==> src/rtl/frs_pkg.sv <==
// Shared types for the bus fault retry sequencer.
// Assumes: nothing beyond IEEE 1800-2017.
package frs_pkg;
    typedef enum logic [2:0] {
        ST_IDLE       = 3'd0,
        ST_RETRY_REQ  = 3'd1,
        ST_WAIT_GRANT = 3'd2,
        ST_OWN_BUS    = 3'd3,
        ST_SERVICE    = 3'd4,
        ST_RELEASE    = 3'd5
    } frs_state_e;
endpackage

==> src/rtl/frs_sync.sv <==
// Multi-stage synchronizer for a vector of asynchronous single-bit inputs.
// Assumes: each bit is independent (no bus coherency needed); reset value
// is the inactive level of the inputs.
module frs_sync #(
    parameter int          W       = 2,
    parameter int          STAGES  = 2,
    parameter logic [W-1:0] RST_VAL = '1
) (
    input  logic         clk,
    input  logic         rst_n,
    input  logic [W-1:0] d,
    output logic [W-1:0] q
);
    logic [W-1:0] stg [STAGES];

    genvar g;
    for (g = 0; g < STAGES; g++) begin : g_stage
        if (g == 0) begin : g_first
            // First stage samples the asynchronous inputs.
            always_ff @(posedge clk) begin
                if (!rst_n) stg[g] <= RST_VAL;
                else        stg[g] <= d;
            end
        end else begin : g_next
            // Later stages resolve metastability.
            always_ff @(posedge clk) begin
                if (!rst_n) stg[g] <= RST_VAL;
                else        stg[g] <= stg[g-1];
            end
        end
    end

    assign q = stg[STAGES-1];
endmodule

==> src/rtl/frs_addr_latch.sv <==
// Holds the faulting address and its valid flag for the repair agent.
// Assumes: capture and clear are never high in the same cycle.
module frs_addr_latch #(
    parameter int ADDR_W = 24
) (
    input  logic              clk,
    input  logic              rst_n,
    input  logic              capture,
    input  logic              clear,
    input  logic [ADDR_W-1:0] addr_in,
    output logic [ADDR_W-1:0] addr_q,
    output logic              valid_q
);
    // Load the address on capture; it is otherwise held.
    always_ff @(posedge clk) begin
        if (!rst_n)       addr_q <= '0;
        else if (capture) addr_q <= addr_in;
    end

    // Valid flag spans from capture to accepted done.
    always_ff @(posedge clk) begin
        if (!rst_n)       valid_q <= 1'b0;
        else if (capture) valid_q <= 1'b1;
        else if (clear)   valid_q <= 1'b0;
    end

    AST_ADDR_HOLD: assert property (@(posedge clk) disable iff (!rst_n)
        (valid_q && !capture) |=> $stable(addr_q));
endmodule

==> src/rtl/frs_fsm.sv <==
// Relinquish-and-retry state machine. Drives the running processor's
// error/halt/request lines, takes the bus on grant, holds it through
// service and returns it only after the grant is withdrawn.
// Assumes: as_s_n and bg_s_n are already synchronized; fault and done
// are synchronous to clk.
module frs_fsm
    import frs_pkg::*;
(
    input  logic clk,
    input  logic rst_n,
    input  logic as_s_n,
    input  logic bg_s_n,
    input  logic fault,
    input  logic done,
    output logic berr_n,
    output logic halt_n,
    output logic br_n,
    output logic bgack_n,
    output logic capture,
    output logic clear,
    output logic svc_req
);
    frs_state_e state, nxt;

    // Next-state selection.
    always_comb begin
        nxt = state;
        unique case (state)
            ST_IDLE:       if (!as_s_n && fault) nxt = ST_RETRY_REQ;
            ST_RETRY_REQ:  nxt = ST_WAIT_GRANT;
            ST_WAIT_GRANT: if (!bg_s_n) nxt = ST_OWN_BUS;
            ST_OWN_BUS:    nxt = ST_SERVICE;
            ST_SERVICE:    if (done) nxt = ST_RELEASE;
            ST_RELEASE:    if (bg_s_n) nxt = ST_IDLE;
            default:       nxt = ST_IDLE;
        endcase
    end

    // State register.
    always_ff @(posedge clk) begin
        if (!rst_n) state <= ST_IDLE;
        else        state <= nxt;
    end

    logic retry_act, own_act;

    // Output decode from the registered state.
    always_comb begin
        retry_act = (state == ST_RETRY_REQ) || (state == ST_WAIT_GRANT);
        own_act   = (state == ST_OWN_BUS) || (state == ST_SERVICE) ||
                    (state == ST_RELEASE);
        berr_n    = !retry_act;
        halt_n    = !retry_act;
        br_n      = !retry_act;
        bgack_n   = !own_act;
        svc_req   = (state == ST_SERVICE);
        capture   = (state == ST_IDLE) && !as_s_n && fault;
        clear     = (state == ST_SERVICE) && done;
    end

    AST_IDLE_QUIET: assert property (@(posedge clk) disable iff (!rst_n)
        (state == ST_IDLE && (as_s_n || !fault)) |=> (berr_n && bgack_n));
    AST_RETRY_CAUSE: assert property (@(posedge clk) disable iff (!rst_n)
        $fell(berr_n) |-> $past(!as_s_n && fault));
    AST_GRANT_GATE: assert property (@(posedge clk) disable iff (!rst_n)
        $fell(bgack_n) |-> $past(!bg_s_n));
    AST_SERVICE_HOLD: assert property (@(posedge clk) disable iff (!rst_n)
        (state == ST_SERVICE && !done) |=> (!bgack_n && state == ST_SERVICE));
    AST_BGACK_RELEASE: assert property (@(posedge clk) disable iff (!rst_n)
        $rose(bgack_n) |-> $past(bg_s_n));
endmodule

==> src/rtl/fault_retry_seq.sv <==
// Top of the bus fault retry sequencer: synchronizes the running
// processor's strobe and grant, runs the retry state machine and holds
// the fault address for the repair agent.
// Assumes: cpu_addr is stable while the strobe is asserted.
module fault_retry_seq #(
    parameter int ADDR_W      = 24,
    parameter int SYNC_STAGES = 2
) (
    input  logic              clk,
    input  logic              rst_n,
    input  logic              cpu_as_n,
    input  logic [ADDR_W-1:0] cpu_addr,
    input  logic              map_fault,
    input  logic              cpu_bg_n,
    input  logic              agent_done,
    output logic              cpu_berr_n,
    output logic              cpu_halt_n,
    output logic              cpu_br_n,
    output logic              cpu_bgack_n,
    output logic [ADDR_W-1:0] flt_addr,
    output logic              flt_valid,
    output logic              svc_req
);
    localparam int N_ASYNC = 2;

    logic [N_ASYNC-1:0] sync_q;
    logic               capture, clear;

    frs_sync #(
        .W       (N_ASYNC),
        .STAGES  (SYNC_STAGES),
        .RST_VAL ({N_ASYNC{1'b1}})
    ) u_sync (
        .clk   (clk),
        .rst_n (rst_n),
        .d     ({cpu_bg_n, cpu_as_n}),
        .q     (sync_q)
    );

    frs_fsm u_fsm (
        .clk     (clk),
        .rst_n   (rst_n),
        .as_s_n  (sync_q[0]),
        .bg_s_n  (sync_q[1]),
        .fault   (map_fault),
        .done    (agent_done),
        .berr_n  (cpu_berr_n),
        .halt_n  (cpu_halt_n),
        .br_n    (cpu_br_n),
        .bgack_n (cpu_bgack_n),
        .capture (capture),
        .clear   (clear),
        .svc_req (svc_req)
    );

    frs_addr_latch #(.ADDR_W(ADDR_W)) u_latch (
        .clk     (clk),
        .rst_n   (rst_n),
        .capture (capture),
        .clear   (clear),
        .addr_in (cpu_addr),
        .addr_q  (flt_addr),
        .valid_q (flt_valid)
    );
endmodule

==> config.mk <==
export PLATFORM = sky130hd
export DESIGN_NAME = fault_retry_seq
export DESIGN_NICKNAME = d
export VERILOG_FILES = /design/src/rtl/frs_pkg.sv /design/src/rtl/frs_sync.sv /design/src/rtl/frs_addr_latch.sv /design/src/rtl/frs_fsm.sv /design/src/rtl/fault_retry_seq.sv
export SDC_FILE = /design/constraint.sdc
export NUM_CORES = 1
export LEC_CHECK = 0
export ABC_AREA = 1
export BUFFER_PORTS_ARGS = -buffer_cell sky130_fd_sc_hd__buf_2
export CELL_PAD_IN_SITES_DETAIL_PLACEMENT = 1
export CELL_PAD_IN_SITES_GLOBAL_PLACEMENT = 1
export CORE_ASPECT_RATIO = 0.8
export CORE_UTILIZATION = 30
export CTS_CLUSTER_SIZE = 20
export DETAILED_ROUTE_END_ITERATION = 8
export PLACE_DENSITY = 0.76
export SYNTH_ARGS = -nofsm -noshare
export SYNTH_HDL_FRONTEND = slang
export SYNTH_SLANG_ARGS = --single-unit
export TNS_END_PERCENT = 30
==> constraint.sdc <==
create_clock -name clk -period 1.45 [get_ports clk]
set_input_delay 0.29 -clock clk [delete_from_list [all_inputs] [get_ports clk]]
set_output_delay 0.29 -clock clk [all_outputs]
set_load 0.1 [all_outputs]
; ---- Yosys cells after proc, flatten, opt, wreduce, memory -nomap -nowiden
; Memory sizes are Yosys's and may differ from the RTL's.
; Index checks and enable logic that the tools add are counted.
[word_totals]
ram_bits = 4
inputBits = 30
wordCells = 39
out_inout_bits = 30
n_memories = 1
register_bits = 28
[mem_list]
columns = name, depth, width, rd, rd_ports_with_merged_regs, wr, line
row1 = u_sync.stg, 2, 2, 2, 0, 2, frs_sync.sv:14  ; logic [W-1:0] stg [STAGES];
[op_classes]
n_eq_ne = 9
bitwise = 2
n_mux = 11
n_reduce_logical = 13
[ops]
columns = op, n
row1 = $pmux 3 s6, 1
row2 = $mux 3, 4
row3 = $eq 3x2->1 const B, 2
row4 = $eq 3x3->1 const B, 2
row5 = $ne 2x2->1 const B, 3
row6 = $logic_and 1x1->1, 4
row7 = $mux 1, 4
row8 = $mux 2, 2
row9 = $reduce_and 4->1, 1
row10 = $eq 3x1->1 const B, 1
row11 = $logic_not 1->1, 3
row12 = $logic_not 3->1, 1
row13 = $logic_or 1x1->1, 3
row14 = $ne 2x1->1 const B, 1
row15 = $or 1x1->1, 2
row16 = $reduce_bool 2->1, 1

; ---- Depth between registers and ports, before layout
[logic_depth]
word_depth = 4
ltp_mapped = 8
ltp_nobuf = 7

; ---- By module
; A second synthesis with hierarchy kept.
[unflattened]
hier_cells = 162
area_unflattened_um2 = 1214.9
[modules_own_cells]
columns = mod, instances, cells_each, area_each_um2, seq_area_each_um2
row1 = frs_addr_latch, 1, 108, 868.3, 500.5
row2 = frs_fsm, 1, 42, 236.5, 60.1
row3 = frs_sync, 1, 12, 110.1, 80.1

; ---- Worst setup path before layout
; No wires, ideal clock.
[synth_path]
path_type = register to output
from = reg u_fsm.state[0]
to = out cpu_br_n
n_path_buf = 1
arrival_ps = 3207
t_required_ps = 1160
stages_incl_launch_ff = 3
setup_slack_ps = -2047
path_cell_list = dfxtp_1 -> o21ai_0 -> buf_4
[synth_via]
elab_chain_len = 3
elab_cells_between_ends = 4
classes_between = eq/ne (2) / reduce/logical (2)
[synth_lines]
columns = element, line
row1 = start: declaration, frs_fsm.sv:23  ; frs_state_e state, nxt;
row2 = start signal: assignment, frs_fsm.sv:42  ; else state <= nxt;
row3 = $eq 3x1->1 / $eq 3x2->1 (equally long branches), frs_fsm.sv:49  ; retry_act = (state == ST_RETRY_REQ) || (state == ST_WAIT_GRANT);
row4 = $logic_or 1x1->1 (*), frs_fsm.sv:49
row5 = $logic_not 1->1 (*), --
row6 = end: declaration, fault_retry_seq.sv:18  ; output logic cpu_br_n,
; Every way passes the cells marked *; elsewhere a longest branch is shown, timed or not.

; ---- Worst setup path after layout
[layout_path]
from = reg u_fsm.state[1]
to = out cpu_bgack_n
[layout_via]
elab_chain_len = 4
elab_cells_between_ends = 6
classes_between = eq/ne (3) / reduce/logical (3)
[layout_lines]
columns = element, line
row1 = $eq 3x2->1 / $eq 3x3->1 (equally long branches), frs_fsm.sv:50  ; own_act = (state == ST_OWN_BUS) || (state == ST_SERVICE) ||
row2 = $logic_or 1x1->1, frs_fsm.sv:50
row3 = $logic_or 1x1->1 (*), frs_fsm.sv:50
row4 = $logic_not 1->1 (*), frs_fsm.sv:55  ; bgack_n = !own_act;
row5 = end: declaration, fault_retry_seq.sv:19  ; output logic cpu_bgack_n,
; Marked as above.

==> flow_summary.json <==
{
  "hold_ws_ns": 0.1938,
  "finish.utilization_pct": 46.44,
  "grt_overflow": 0,
  "drv_cap": 0,
  "fin_crit_sh_pct": 103.8,
  "synthCells": 155,
  "fillCellCount": 510,
  "final_cell_mix": "54 x nor2_1, 54 x buf_2, 29 x dfxtp_1",
  "synth_area_leaders": "dfxtp_1 53%, nor2_1 18%, o21ai_0 8.6%, buf_6 3.7%, nand2_1 3.1%",
  "grt_pass1_vias": 1155,
  "regArea_um2": 651.9,
  "dr.pass1.iters": 3,
  "netlist.area_leader.share_pct": 52.67,
  "cts-hold-fix-buffers": 0,
  "vias_per_cell": 4.298,
  "preCtsSetupSlack_ns": 0.05526,
  "holdCritPathClass": "in2reg",
  "syn_avg_cell_area_um2": 7.846,
  "outcome": "complete, but fails checks",
  "rsz0062_at_grt": "true",
  "diodes": 0,
  "fp-row-count": 20,
  "fin_area_um2": 1778,
  "setup_viol": 1,
  "grt_use_total_pct": 16.31,
  "clk_pin_slew_ns": 0.06,
  "synth_nets": 185,
  "drive_above_1_share_pct": 41.47,
  "fin_cells": 272,
  "cts_buffers": 5,
  "power_frac_comb_pct": 22.4,
  "ys_ff_latch": 32,
  "violations": "setup timing",
  "drt-total-wl_um": 3215,
  "postRouteAntennaNets": 0,
  "switching_share_pct": 33.21,
  "die_w_um": 73.19,
  "first_iter_violations": 16,
  "netlist_area_um2": 1216,
  "power.leakage_nw": 0.8405,
  "intPower_w": 0.001408,
  "num_vias": 1169,
  "max_freq_mhz": 664.4,
  "yosysSeqAreaShare_pct": 52.67,
  "clockRootBuffer": "clkbuf_8",
  "finClkSkew_ns": 0.006149,
  "yosys.area.top_type": "dfxtp_1",
  "clkPwrFrac_pct": 33.3,
  "tightest_slew_ns": 0.4977,
  "startpoint_type": "flop",
  "antenna_found_initial": 0,
  "endpoint_kind": "primary output",
  "required_ns": 1.16,
  "slew_headroom_pct": 67.05,
  "slew_viol_final": 0,
  "dieArea_um2": 4314,
  "die_y_um": 58.95,
  "p_switching_w": 0.0007001,
  "drc": 0,
  "cp_max_fo": 7,
  "cts_tree": "done",
  "finalWorstSetupSlack_ns": -0.05502,
  "clockBufferDepth": 2,
  "place_inst": 262,
  "areaGrowthSynthToFinish_pct": 46.19,
  "multiInputGateArea_um2": 539.3,
  "power.density_nw_per_um2": 1186,
  "clk_latency_ns": 0.28,
  "fin_nets": 246,
  "wl_per_cell_um": 11.82,
  "ir_drop_mv": 0.6571,
  "final_hold_viol_count": 0,
  "clock-sinks": 32,
  "cts_htree_levels": 2,
  "yosysUniqueCellTypes": 18,
  "grt_pass1_wl_um": 5154,
  "io_buffers": 59,
  "io_pins": 60,
  "gp_congestion": 0.7595,
  "seqPwrFrac_pct": 44.3,
  "yosysWarnings": 0,
  "dpl.hpwl_um": 2335,
  "fin_crit_ns": 1.505,
  "coreArea_um2": 3829,
  "grt_max_degree": 27,
  "place_area_um2": 1624,
  "start_util_pct": 31.76,
  "crit_type": "reg2out",
  "cp.arrival_ns": 1.22
}
-- stage by stage --
| stage | power (W) | setup TNS, ns |
|---|---|---|
| after global placement | 0.001416 | 0 |
| after detailed placement | 0.001421 | 0 |
| after floorplan | 0.001318 | -0.2947 |
| final | 0.002108 | -0.05502 |
| after CTS | 0.002138 | -0.1505 |
| after global routing | 0.002214 | -0.3362 |
-- logic make-up (layout without fill, tap and decap cells) --
family,Yosys count,in the layout,synth area share (%)
AND/OR/NAND/NOR,80,80,27.57
buffers and inverters,14,76,7.818
flip-flops,32,32,52.67
AO/OA/AOI/OAI,29,29,11.93
-- repair_timing --
| action | CTS | global route |
|---|---|---|
| setup buffers | 1 | 1 |
| resized for setup | 9 | 4 |
| endpoints found under the setup margin | 5 | 29 |
| pin swaps | 3 | 1 |
-- cell type report --
| type | instances | share of cell area (%) |
|---|---|---|
| Clock inverter | 2 | 0.5630 |
| Timing Repair Buffer | 62 | 22.10 |
| Multi-Input combinational cell | 109 | 30.33 |
| Clock buffer | 6 | 4.645 |
| Tap cell | 55 | 3.871 |
| Inverter | 6 | 1.830 |
| Sequential cell | 32 | 36.66 |
-- state kept, by name, indices dropped and copies added (netlist names) --
register         flops
u_latch.valid_q      1
u_sync.stg           4
u_latch.addr_q      24
u_fsm.state          3
-- power groups by stage --
stage               registers (W)  clock network [W]  logic, W
global placement         0.000954                  0  0.000462
global route             0.000936           0.000777  0.000501
CTS                      0.000933           0.000735  0.000471
finish                   0.000933           0.000703  0.000473
floorplan                 0.00115                  0  0.000173
detailed placement       0.000956                  0  0.000465
-- Yosys cell counts --
cell       n
nand2_1   10
inv_6      1
nand2_4    1
nand2_2    1
inv_1      4
or2_2      4
nor2_2     1
o21ai_1    4
nand3_1    4
inv_2      1
clkbuf_1   2
o21ai_0   21
buf_6      4
dfxtp_1   32
nor2_1    58
nor2_4     1
buf_4      2
a21oi_1    4
-- worst paths after layout --
path / depth (start not counted) / start / to / slack (ns)
max: 5 / u_fsm.state[1] / cpu_bgack_n / -0.06
min: 2 / cpu_as_n / u_sync.stg[0][0] / 0.19
max reg2reg: 6 / u_fsm.state[0] / u_latch.addr_q[10] / 0.15
min reg2reg: 1 / u_sync.stg[0][0] / u_sync.stg[1][0] / 0.41
-- worst max-delay path, cell delays in order (launching register included) --
cell     delay (ns)
dfxtp_4        0.43
nand2_1        0.08
nand2_1        0.08
nor2_2         0.05
nor2_4         0.11
buf_12         0.18
-- routing by layer --
metal  track usage, %  routed length [um]
met1            19.37                1439
met2            24.74                1481
met3            8.904                 275
met4            6.162                  19
met5                0                   0
(Power assumes the default switching activity.)
